--- config.mk ---
export PLATFORM = sky130hd
export DESIGN_NAME = timed_output_scheduler
export DESIGN_NICKNAME = d
export VERILOG_FILES = /design/src/rtl/tos_pkg.sv /design/src/rtl/tos_wallclock.sv /design/src/rtl/tos_event_fifo.sv /design/src/rtl/tos_pin_driver.sv /design/src/rtl/timed_output_scheduler.sv
export SDC_FILE = /design/constraint.sdc
export NUM_CORES = 1
export LEC_CHECK = 0
export ABC_AREA = 0
export BUFFER_PORTS_ARGS = -buffer_cell sky130_fd_sc_hd__buf_2
export CELL_PAD_IN_SITES_DETAIL_PLACEMENT = 0
export CELL_PAD_IN_SITES_GLOBAL_PLACEMENT = 1
export CORE_MARGIN = 4
export CORE_UTILIZATION = 55
export DETAILED_ROUTE_END_ITERATION = 16
export PLACE_DENSITY = 0.8
export SYNTH_ARGS = -nofsm -noshare
export SYNTH_HDL_FRONTEND = slang
export SYNTH_HIERARCHICAL = 1
export SYNTH_SLANG_ARGS = --single-unit
export TNS_END_PERCENT = 50
--- constraint.sdc ---
create_clock -name clk -period 6.4 [get_ports clk]
set_clock_uncertainty 0.15 [all_clocks]
set_input_delay 0.64 -clock clk [delete_from_list [all_inputs] [get_ports clk]]
set_output_delay 0.64 -clock clk [all_outputs]
set_load 0.005 [all_outputs]
--- src/rtl/tos_pkg.sv ---
package tos_pkg;

   typedef enum logic {
      PIN_RELEASED = 1'b0,
      PIN_DRIVEN   = 1'b1
   } pin_dir_e;

   function automatic bit is_pow2(input int unsigned v);
      return (v != 0) && ((v & (v - 1)) == 0);
   endfunction

endpackage

--- src/rtl/tos_wallclock.sv ---
module tos_wallclock #(
   parameter int unsigned CW = 64
) (
   input  logic          clk,
   input  logic          rst_n,
   output logic [CW-1:0] count
);

   if (CW < 2) begin : g_bad_width
      $error("tos_wallclock: CW must be at least 2");
   end

   always_ff @(posedge clk or negedge rst_n) begin
      if (!rst_n) begin
         count <= '0;
      end else begin
         count <= count + 1'b1;
      end
   end

endmodule

--- src/rtl/tos_event_fifo.sv ---
module tos_event_fifo #(
   parameter int unsigned W     = 65,
   parameter int unsigned DEPTH = 16
) (
   input  logic                       clk,
   input  logic                       rst_n,
   input  logic                       push,
   input  logic [W-1:0]               din,
   input  logic                       pop,
   output logic [W-1:0]               dout,
   output logic [$clog2(DEPTH+1)-1:0] count,
   output logic                       full,
   output logic                       empty
);
   import tos_pkg::*;

   localparam int unsigned AW = (DEPTH > 1) ? $clog2(DEPTH) : 1;
   localparam int unsigned CW = $clog2(DEPTH + 1);

   if (!is_pow2(DEPTH) || DEPTH < 2) begin : g_bad_depth
      $error("tos_event_fifo: DEPTH must be a power of two of at least 2");
   end

   logic [W-1:0]  mem [DEPTH];
   logic [AW-1:0] wr_ptr;
   logic [AW-1:0] rd_ptr;

   assign full  = (count == CW'(DEPTH));
   assign empty = (count == '0);
   assign dout  = mem[rd_ptr];

   always_ff @(posedge clk) begin
      if (push) begin
         mem[wr_ptr] <= din;
      end
   end

   always_ff @(posedge clk or negedge rst_n) begin
      if (!rst_n) begin
         wr_ptr <= '0;
         rd_ptr <= '0;
         count  <= '0;
      end else begin
         if (push) begin
            wr_ptr <= wr_ptr + 1'b1;
         end
         if (pop) begin
            rd_ptr <= rd_ptr + 1'b1;
         end
         case ({push, pop})
            2'b10:   count <= count + 1'b1;
            2'b01:   count <= count - 1'b1;
            default: count <= count;
         endcase
      end
   end

endmodule

--- src/rtl/tos_pin_driver.sv ---
module tos_pin_driver #(
   parameter bit BIDIR = 1'b1
) (
   input  logic clk,
   input  logic rst_n,
   input  logic load,
   input  logic level,
   input  logic mode_wr,
   input  logic mode_out,
   output logic pin_o,
   output logic pin_oe
);
   import tos_pkg::*;

   always_ff @(posedge clk or negedge rst_n) begin
      if (!rst_n) begin
         pin_o <= 1'b0;
      end else if (load) begin
         pin_o <= level;
      end
   end

   if (BIDIR) begin : g_bidir
      pin_dir_e dir_q;

      always_ff @(posedge clk or negedge rst_n) begin
         if (!rst_n) begin
            dir_q <= PIN_RELEASED;
         end else if (mode_wr) begin
            dir_q <= mode_out ? PIN_DRIVEN : PIN_RELEASED;
         end
      end

      assign pin_oe = (dir_q == PIN_DRIVEN);
   end else begin : g_out_only
      logic unused_mode;
      assign unused_mode = mode_wr ^ mode_out;
      assign pin_oe      = 1'b1;
   end

endmodule

--- src/rtl/timed_output_scheduler.sv ---
module timed_output_scheduler #(
   parameter int unsigned TS_W  = 64,
   parameter int unsigned DEPTH = 16,
   parameter bit          BIDIR = 1'b1
) (
   input  logic            clk,
   input  logic            rst_n,
   input  logic            wr_valid,
   output logic            wr_ready,
   input  logic [TS_W-1:0] wr_time,
   input  logic            wr_level,
   input  logic            mode_wr,
   input  logic            mode_out,
   input  logic            uf_clr,
   output logic            underflow,
   output logic [TS_W-1:0] now_o,
   output logic            pin_o,
   output logic            pin_oe
);

   localparam int unsigned PW = TS_W + 1;
   localparam int unsigned CW = $clog2(DEPTH + 1);

   if (TS_W < 2) begin : g_bad_ts
      $error("timed_output_scheduler: TS_W must be at least 2");
   end

   logic [CW-1:0]   fifo_cnt;
   logic            fifo_full;
   logic            fifo_empty;
   logic [PW-1:0]   head_evt;
   logic [TS_W-1:0] head_ts;
   logic            head_lvl;
   logic            wr_fire;
   logic            late_wr;
   logic            push_evt;
   logic            pop_evt;

   tos_wallclock #(
      .CW (TS_W)
   ) u_clock (
      .clk   (clk),
      .rst_n (rst_n),
      .count (now_o)
   );

   assign wr_ready = !fifo_full;
   assign wr_fire  = wr_valid && wr_ready;
   assign late_wr  = wr_fire && (wr_time < now_o);
   assign push_evt = wr_fire && !late_wr;

   assign head_ts  = head_evt[PW-1:1];
   assign head_lvl = head_evt[0];
   assign pop_evt  = !fifo_empty && (head_ts <= now_o);

   tos_event_fifo #(
      .W     (PW),
      .DEPTH (DEPTH)
   ) u_queue (
      .clk   (clk),
      .rst_n (rst_n),
      .push  (push_evt),
      .din   ({wr_time, wr_level}),
      .pop   (pop_evt),
      .dout  (head_evt),
      .count (fifo_cnt),
      .full  (fifo_full),
      .empty (fifo_empty)
   );

   always_ff @(posedge clk or negedge rst_n) begin
      if (!rst_n) begin
         underflow <= 1'b0;
      end else if (late_wr) begin
         underflow <= 1'b1;
      end else if (uf_clr) begin
         underflow <= 1'b0;
      end
   end

   tos_pin_driver #(
      .BIDIR (BIDIR)
   ) u_pin (
      .clk      (clk),
      .rst_n    (rst_n),
      .load     (pop_evt),
      .level    (head_lvl),
      .mode_wr  (mode_wr),
      .mode_out (mode_out),
      .pin_o    (pin_o),
      .pin_oe   (pin_oe)
   );

endmodule

# Yosys cells after proc, flatten, opt, wreduce, memory -nomap -nowiden
# Memory sizes are Yosys's and may differ from the RTL's.
# Index checks and enable logic that the tools add are counted.
dict set report totals {
  mem_count 1
  output_inout_bits 68
  regBits 80
  ram_bits 1040
  word_cells 34
}
# name words width read_ports rd_ports_with_merged_regs wr line_no
set mem_list {}
lappend mem_list {u_queue.mem 16 65 1 0 1 tos_event_fifo.sv:24} ;# logic [W-1:0] mem [DEPTH];
dict set report classes {
  muxes 6
  addsub 5
  reduce_logical 10
  magnitude_cmp 2
  eq_ne 3
}
# op count
set op_table {}
lappend op_table {{$add 64x1->64 const B} 1}
lappend op_table {{$le 64x64->1} 1}
lappend op_table {{$lt 64x64->1} 1}
lappend op_table {{$pmux 5 s2} 1}
lappend op_table {{$add 4x1->4 const B} 2}
lappend op_table {{$add 5x1->5 const B} 1}
lappend op_table {{$eq 5x5->1 const B} 1}
lappend op_table {{$logic_not 5->1} 1}
lappend op_table {{$mux 1} 5}
lappend op_table {{$sub 5x1->5 const B} 1}
lappend op_table {{$logic_and 1x1->1} 4}
lappend op_table {{$reduce_bool 2->1} 2}
lappend op_table {{$logic_not 1->1} 3}
lappend op_table {{$eq 2x1->1 const B} 1}
lappend op_table {{$eq 2x2->1 const B} 1}

# Longest topological paths before layout
# Gate-level depths: netlist (run 1).
dict set report depth {
  depth_word 8
  mapped_depth 23
}

# Modules after synthesis
# Netlist (run 1), hierarchy kept.
# mod n_inst area_per_inst_um2 cells_per_inst
set modules_own_cells {}
lappend modules_own_cells {tos_event_fifo 1 39729.4 1683}
lappend modules_own_cells {timed_output_scheduler 1 3000.4 395}
lappend modules_own_cells {tos_wallclock 1 2995.4 273}
lappend modules_own_cells {tos_pin_driver 1 80.1 4}

# Worst setup path before layout (run 1)
# OpenSTA, ideal clock, no wires.
dict set report synth_timing {
  path_type {input port to flip-flop}
  startpoint {input port wr_time[63]}
  endpoint {memory u_queue.mem[10][0], enable pin}
  arrival_time_ns 5.226
  n_path_buf 1
  setup_ns 0.488
  stages 9
  slack_ns 0.536
  cell_sequence {ha_1 nand4_1 nor4_1 nand3_1 a311o_1 a21oi_1 clkbuf_1 nand3_1 nor2_1}
}
dict set report synth_between {
  elab_chain_cells 6
}
# item line_no
set synth_lines {}
lappend synth_lines {{start, declared} timed_output_scheduler.sv:10} ;# input logic [TS_W-1:0] wr_time,
lappend synth_lines {{$lt 64x64->1} timed_output_scheduler.sv:49} ;# assign late_wr = wr_fire && (wr_time < now_o);
lappend synth_lines {{$logic_and 1x1->1} timed_output_scheduler.sv:49}
lappend synth_lines {{$logic_not 1->1} timed_output_scheduler.sv:50} ;# assign push_evt = wr_fire && !late_wr;
lappend synth_lines {{$logic_and 1x1->1} timed_output_scheduler.sv:50}
lappend synth_lines {{named net push_evt} timed_output_scheduler.sv:36} ;# logic push_evt;
lappend synth_lines {{$mux 1} tos_event_fifo.sv:33} ;# if (push) begin
lappend synth_lines {{$mux 1 (not written as such)} tos_event_fifo.sv:34} ;# mem[wr_ptr] <= din;
lappend synth_lines {{end, declared} tos_event_fifo.sv:24}
# The timed path passes the listed nets, and every way through them passes these cells.

# Worst setup path in the final report (run 1)
dict set report layout_timing {
  startpoint {register u_queue.rd_ptr[0]}
  endpoint {register u_queue.count[4]}
}
dict set report layout_between {
  elab_chain_cells 5
  elab_cells_between_ends 7
  cone_classes {order compare (1); eq/ne (2); mux (1); reduce/logical (2); memory (1)}
}
# item line_no
set layout_lines {}
lappend layout_lines {{start, declared} tos_event_fifo.sv:26} ;# logic [AW-1:0] rd_ptr;
lappend layout_lines {{start signal, assigned} tos_event_fifo.sv:48} ;# rd_ptr <= rd_ptr + 1'b1;
lappend layout_lines {{$mem_v2 16x65 *} n/a}
lappend layout_lines {{named net head_evt[42]} timed_output_scheduler.sv:31} ;# logic [PW-1:0] head_evt;
lappend layout_lines {{$le 64x64->1 *} timed_output_scheduler.sv:54} ;# assign pop_evt = !fifo_empty && (head_ts <= now_o);
lappend layout_lines {{$logic_and 1x1->1 *} timed_output_scheduler.sv:54}
lappend layout_lines {{named net pop_evt} timed_output_scheduler.sv:37} ;# logic pop_evt;
lappend layout_lines {{$eq 2x1->1 or $eq 2x2->1 (tied branches)} tos_event_fifo.sv:50} ;# case ({push, pop})
lappend layout_lines {{$pmux 5 s2 or $reduce_bool 2->1 (tied branches)} n/a}
lappend layout_lines {{end signal, assigned} tos_event_fifo.sv:51} ;# 2'b10: count <= count + 1'b1;
lappend layout_lines {{end signal, assigned} tos_event_fifo.sv:52} ;# 2'b01: count <= count - 1'b1;
lappend layout_lines {{end signal, assigned} tos_event_fifo.sv:53} ;# default: count <= count;
lappend layout_lines {{end, declared} tos_event_fifo.sv:11} ;# output logic [$clog2(DEPTH+1)-1:0] count,
# Mark *: on every way through the listed nets, which the timed path passes. The rest lies on a longest branch.
# A chain may end at the register's enable or synchronous reset.

==> reports/metrics.yaml, run 1 <==
status: "complete, no violations"
path_clk_slew_ps: 70
syn_inst: 2355
multi_input_area_sq_um: 11800
antenna_left: 0
finalSetupViolCount: 0
seq_area_frac_synth_pct: 72.6
row_count: 105
async_reset_ff_share_pct: 7.14
regArea_sq_um: 33200
hold_viol: 0
hold_class: "in -> reg"
critical_path_class: "reg -> reg"
grt-ovfl-total: 0
synth.avg_cell_area_sq_um: 19.5
vdd_drop_max_uv: 284
crit_start: "u_queue/rd_ptr[0]"
cts_buffers: 111
fin_setup_tns_ps: 0
dieArea_sq_um: 88000
grt_max_degree: 66
nFillCells: 5600
clock.fmax_ghz: 0.169
startpoint_type: "flop"
place.gp.congestion: 0.812
placed_cells: 3555
vias_per_cell: 6.41
clockBufferDepth: 3
synth_edf_count: 1040
power_mw: 21.5
first_pass_iters: 5
syn-num-nets: 2563
dpl_cell_area_sq_um: 48400
grt_use_met2_pct: 41.0
initialDrtViolationCount: 2445
min_period_ps: 5900
grt_busiest_layer: "met2"
clkSinkCount: 1120
ys.warnings.count: 6
clk_latency_ps: 670
fin_nets: 2808
cts_tree: "built"
cp-end-kind: "flop"
hold_start: "mode_out"
critPathArrivalTime_ps: 6320
antenna_found_initial: 14
cts.root.buffer_cell: "clkbuf_16"
start_util_pct: 55.6
grt_pass1_wl_um: 163000
grt_util_all_layers_pct: 25.6
reg2reg_setup_slack_ps: 500
slew_viol_final: 0
synth-seq-cells: 1120
p_leak_nw: 17.6
final_cells: 3774
crit_required_ps: 6810
worstPathMaxFanout: 24
io_buffers: 138
die_h_um: 297
num_vias: 24200
grtUsageMet1_pct: 36.6
wl_per_cell_um: 29.5
dp_hpwl_um: 64800
synthDistinctLibCells: 65
syn_area_sq_um: 45800
fin_crit_sh_pct: 92.2
drv_cap: 0
r2r-end: "u_queue/count[4]"
power_per_cell_area_nw_per_um2: 413
drive_gt1_share_pct: 25.7
r2r-start: "u_queue/rd_ptr[0]"
routed_wl_um: 111000
holdPathEnd: "u_pin/pin_oe"
ys.flop_type: "edfxtp_1"
finalInstanceArea_sq_um: 52000
reg2reg_depth: 20
drc_errors: 0
ios: 139
grt_pass1_vias: 24500
area_growth_pct: 13.6
grt_use_met3_pct: 4.91
holdPathStages: 2
rsz0062_at_grt: "false"
die_w_um: 297
tightest_slew_ps: 1050
core_sq_um: 82400
htreeDepth: 3
relSlewSlack_pct: 29.9
==> logic make-up (layout without fill, tap and decap cells) <==
logic type               Yosys count  in the layout  share of synthesized area (%)
AO/OA/AOI/OAI                    243            243                           3.65
XOR/XNOR                          73             73                           1.40
adder cells (fa/ha/maj)          137            137                           3.74
buffers and inverters            177            516                           1.86
flip-flops                      1120           1120                           72.6
multiplexers                     265            265                           12.9
other                              0             10                              0
AND/OR/NAND/NOR                  340            340                           3.88
==> per-stage QoR <==
step / hold slack [ps] / worst slack [ps] / util (%)
global placement: 343 / 371 / 58.8
floorplan: 194 / 536 / -
CTS: 16.7 / 284 / 63.1
detailed placement: 341 / 372 / 58.8
finish: 47.0 / 498 / 63.2
global route: 40.6 / 149 / 63.1
==> worst max-delay path: stages, from the launching register on <==
cell and delay (ps):
dfrtp_4 660, buf_12 280, mux4_2 520, a22oi_1 230, nand2_1 110, ha_1 310, nand4_1 190, nor4_1 570
nor3b_1 580, buf_4 220, nand3_1 100, o21bai_1 220, nand4_1 100, o31ai_1 100, ha_1 230, xor2_1 170
ha_1 210, a21oi_1 80, mux2_2 280, a221o_1 360, o311ai_1 90
==> per-layer routing <==
metal | vias up | share of wire (%)
li1 | 10200 | -
met1 | 12600 | 39
met2 | 1187 | 48
met3 | 229 | 8.8
met4 | 10 | 3.2
met5 | - | 0.062
==> cell usage after synthesis, types with 4 or more instances <==
cell	instances	area [sq um]
edfxtp_1	1040	31200
mux4_2	260	5860
nand2_1	140	526
ha_1	137	1710
a22oi_1	132	991
dfrtp_1	80	2000
inv_1	79	297
a21oi_1	48	240
clkbuf_1	47	176
nor2_1	43	161
xor2_1	39	342
nand4_1	38	238
nand3_1	36	180
xnor2_1	34	298
buf_2	23	115
o21ai_0	20	100
buf_6	18	203
nor3_1	14	70.1
and2_1	10	62.6
a21o_1	9	67.6
nor3_2	9	90.1
a211oi_1	7	52.6
and3_1	7	43.8
nor4_1	7	43.8
and4_1	6	52.6
buf_4	6	45.0
nor2b_1	6	37.5
nor4_2	6	75.1
a221oi_1	4	35.0
o21ai_1	4	20.0
==> worst max-delay path by stage <==
stage and end:
3_3_place_gp u_queue/count[4], 2_1_floorplan u_queue/mem[10][0], 6_report u_queue/count[4], 5_1_grt u_queue/count[4]
4_1_cts u_queue/count[4], 3_5_place_dp u_queue/count[4]
==> state kept, by name (all words and copies together), names as in the netlist <==
name / count
u_queue/mem: 1040
u_clock/count: 64
u_queue/count: 5
u_queue/rd_ptr: 4
u_queue/wr_ptr: 4
u_pin/pin_o: 1
u_pin/pin_oe: 1
underflow: 1
==> repair_timing <==
action | CTS | global route
endpoints found under the hold margin | 25 | 0
setup endpoints to repair | 0 | 1
setup buffers | 0 | 1
hold buffers | 1 | 0
resized for setup | 0 | 0
==> where the power goes <==
part           total, mW  switching (mW)  internal, mW
clock network       6.29            2.69          3.60
registers           8.70           0.220          8.48
logic               6.50            3.54          2.95
==> area by class of cell <==
| type | count | area share, % |
|---|---|---|
| Tap cell | 1070 | 2.57 |
| Inverter | 81 | 0.584 |
| Clock inverter | 60 | 0.948 |
| Timing Repair Buffer | 228 | 3.43 |
| Clock buffer | 147 | 5.82 |
| Multi-Input combinational cell | 1058 | 22.7 |
| Antenna cell | 10 | 0.0481 |
| Sequential cell | 1120 | 63.9 |
==> placed cells by master (no fill, tap or decap), types with 5 or more instances in the layout <==
master	count
xnor2_1	34
nand4_1	38
nor3_2	10
a21o_1	9
and4_1	6
clkbuf_1	27
nor4_1	7
dfrtp_1	78
buf_12	33
diode_2	10
clkbuf_16	113
nand2_1	140
a211oi_1	7
nand3_1	36
clkinv_1	25
and2_4	10
nor2_1	39
a21oi_1	48
bufinv_16	7
mux4_2	260
o21ai_0	20
xor2_1	39
clkinv_2	17
a22oi_1	132
nor4_2	6
buf_2	137
ha_1	137
inv_6	5
edfxtp_1	1040
buf_4	57
inv_1	79
nor3_1	13
clkbuf_8	7
No activity file was read; power rests on OpenSTA's default activity.
==> run 2, diff against run 1 <==
BUFFER_PORTS_ARGS = not set   (was -buffer_cell sky130_fd_sc_hd__buf_2)
DONT_BUFFER_PORTS = 1   (was not set)
PLACE_DENSITY = 0.78   (was 0.8)
REMOVE_ABC_BUFFERS = 1   (was not set)
SLEW_MARGIN = 15   (was not set)
==> reports/metrics.yaml, run 2 (synthesis results as in run 1) <==
status: "complete, no violations"  # unchanged
final_common_cell: "edfxtp_1"  # unchanged
core_sq_um: 82400  # unchanged
initialDrtViolationCount: 2554  # was 2445
startpoint_type: "flop"  # unchanged
clock.fmax_ghz: 0.173  # was 0.169 GHz
antenna_found_initial: 5  # was 14
vias_per_cell: 6.48  # was 6.41
worst_path_max_delay_cell: "dfrtp_4"  # unchanged
hold_class: "in -> reg"  # unchanged
drv_cap: 0  # unchanged
antenna_left: 0  # unchanged
routed_wl_um: 115000  # was 111000 um
cp-end-kind: "flop"  # unchanged
start_util_pct: 55.6  # unchanged
cts_buffers: 110  # was 111
grt_pass1_wl_um: 168000  # was 163000 um
final_cells: 3688  # was 3774
dp_hpwl_um: 65700  # was 64800 um
num_vias: 23900  # was 24.2k
power_per_cell_area_nw_per_um2: 414  # was 413 nW/um^2
drive_gt1_share_pct: 21.1  # was 25.7%
crit_required_ps: 6820  # was 6810 ps
drc_errors: 0  # unchanged
cts_tree: "built"  # unchanged
cts_post_setup_buffers_inserted: 0  # unchanged
rsz0062_at_grt: "false"  # unchanged
dieArea_sq_um: 88000  # unchanged
critPathArrivalTime_ps: 6190  # was 6320 ps
row_count: 105  # unchanged
largest_register_ff_count: 1040  # unchanged
clockBufferDepth: 3  # unchanged
min_period_ps: 5770  # was 5900 ps
area_growth_pct: 13.6  # about the same
slew_viol_final: 0  # unchanged
hold_buffers: 70  # was 1
regArea_sq_um: 33200  # unchanged
hold_viol: 0  # unchanged
ios: 139  # unchanged
htreeDepth: 3  # unchanged
grt_pass1_vias: 24500  # about the same
first_pass_iters: 5  # unchanged
placed_cells: 3405  # was 3555
vdd_drop_max_uv: 417  # was 284 uV
path_cells: "buf_4 > buf_4 > mux4_2 > a22oi_1 > nand2_1 > ha_1 > a21oi_1 > nor2_1 > a211oi_1 > o21ai_0 > a311oi_1 > nand4_1 > o31ai_1 > ha_1 > buf_4 > ha_1 > a21oi_1 > mux2_2 > a221o_1 > o311ai_1"  # was buf_12 > mux4_2 > a22oi_1 > nand2_1 > ha_1 > nand4_1 > nor4_1 > nor3b_1 > buf_4 > nand3_1 > o21bai_1 > nand4_1 > o31ai_1 > ha_1 > xor2_1 > ha_1 > a21oi_1 > mux2_2 > a221o_1 > o311ai_1
clk_latency_ps: 680  # was 670 ps
io_buffers: 0  # was 138
multi_input_area_sq_um: 11800  # about the same
nFillCells: 5572  # was 5600
path_clk_slew_ps: 60  # was 70 ps
largestRegisters: "u_queue/mem x1040, u_clock/count x64, u_queue/count x5"  # unchanged
place.gp.congestion: 0.849  # was 0.812
power_mw: 21.5  # about the same
worstPathMaxFanout: 23  # was 24
timing.critical_path.buf_inv: 3  # was 2
crit_family: "compound AO/OA/AOI/OAI gates"  # was simple AND/OR/NAND/NOR gates
fin_nets: 2725  # was 2808
grt-ovfl-total: 0  # unchanged
cpPeakStageDelay_ps: 730  # was 660 ps
largest-register: "u_queue/mem"  # unchanged
die_h_um: 297  # unchanged
tightest_slew_ps: 1010  # was 1050 ps
relSlewSlack_pct: 32.2  # was 29.9%
fin_crit_sh_pct: 90.2  # was 92.2%
critical_path_class: "reg -> reg"  # unchanged
finalSetupViolCount: 0  # unchanged
die_w_um: 297  # unchanged
layout_common_cells: "edfxtp_1 (1040), mux4_2 (260), nand2_1 (140)"  # unchanged
grt_util_all_layers_pct: 26.6  # was 25.6%
cts.root.buffer_cell: "clkbuf_16"  # unchanged
wl_per_cell_um: 31.2  # was 29.5 um
clkSinkCount: 1120  # unchanged
grt_max_degree: 87  # was 66
post_cts_resize_count: 0  # unchanged
p_leak_nw: 17.2  # was 17.6 nW
==> run 2: cell count changes in the layout (fill, tap and decap cells not counted), moves of 3 or more <==
cell / previous run / this run
clkinv_2: 17 / 24
clkbuf_1: 27 / 18
dlygate4sd3_1: 1 / 69
buf_4: 57 / 41
buf_2: 137 / 0
clkbuf_8: 7 / 2
diode_2: 10 / 7
clkinvlp_4: 3 / 6
==> run 2: metal layers <==
metal  wire length [um]  vias to the layer above  track usage [%]
li1                   -                    10000                -
met1              44600                    12600             36.3
met2              57300                     1080             44.3
met3               9500                      203             5.55
met4               3510                        2             7.61
met5                 13                        -                0
==> run 2: path summary, 6_finish.rpt <==
kind                                   start                 to  slack [ps]  cells past startpoint
setup reg to reg           u_queue/rd_ptr[0]   u_queue/count[4]         630                     20
min in group asynchronous              rst_n  u_clock/count[63]         370                      2
max in group asynchronous              rst_n  u_queue/rd_ptr[0]        5160                      2
hold / removal                        uf_clr          underflow          70                      2
hold reg to reg            u_clock/count[63]  u_clock/count[63]         390                      1
setup / recovery           u_queue/rd_ptr[0]   u_queue/count[4]         630                     20
==> run 2: final cells by class <==
class | count | share of cell area (%)
inverter | 81 | 0.584
tap | 1070 | 2.57
clock inverter | 71 | 1.17
clock buffer | 135 | 5.71
antenna | 7 | 0.0337
sequential | 1120 | 63.9
multi-input combinational | 1058 | 22.7
timing repair buffer | 146 | 3.32
==> run 2: power by group <==
part	switching [mW]	internal (mW)
combinational	3.60	2.88
sequential	0.214	8.48
clock	2.70	3.66
total	6.52	15.0
==> run 2: worst register-to-register path, stage by stage, from the launching register on <==
cell	delay (ps)
dfrtp_4	730
buf_4	520
buf_4	410
mux4_2	550
a22oi_1	220
nand2_1	100
ha_1	300
a21oi_1	180
nor2_1	70
a211oi_1	220
o21ai_0	220
a311oi_1	310
nand4_1	140
o31ai_1	120
ha_1	250
buf_4	170
ha_1	210
a21oi_1	80
mux2_2	280
a221o_1	350
o311ai_1	80
==> run 2: through the flow <==
step	hold slack (ps)	utilization, %	setup TNS (ps)	setup WS (ps)	area [sq um]
floorplan	194	-	-72860	-8040	45300
global placement	197	57.9	0	646	47700
detailed placement	196	57.9	0	642	47700
CTS	34.4	63.1	0	599	52000
global route	40.5	63.1	0	154	52000
finish	65.6	63.2	0	628	52000
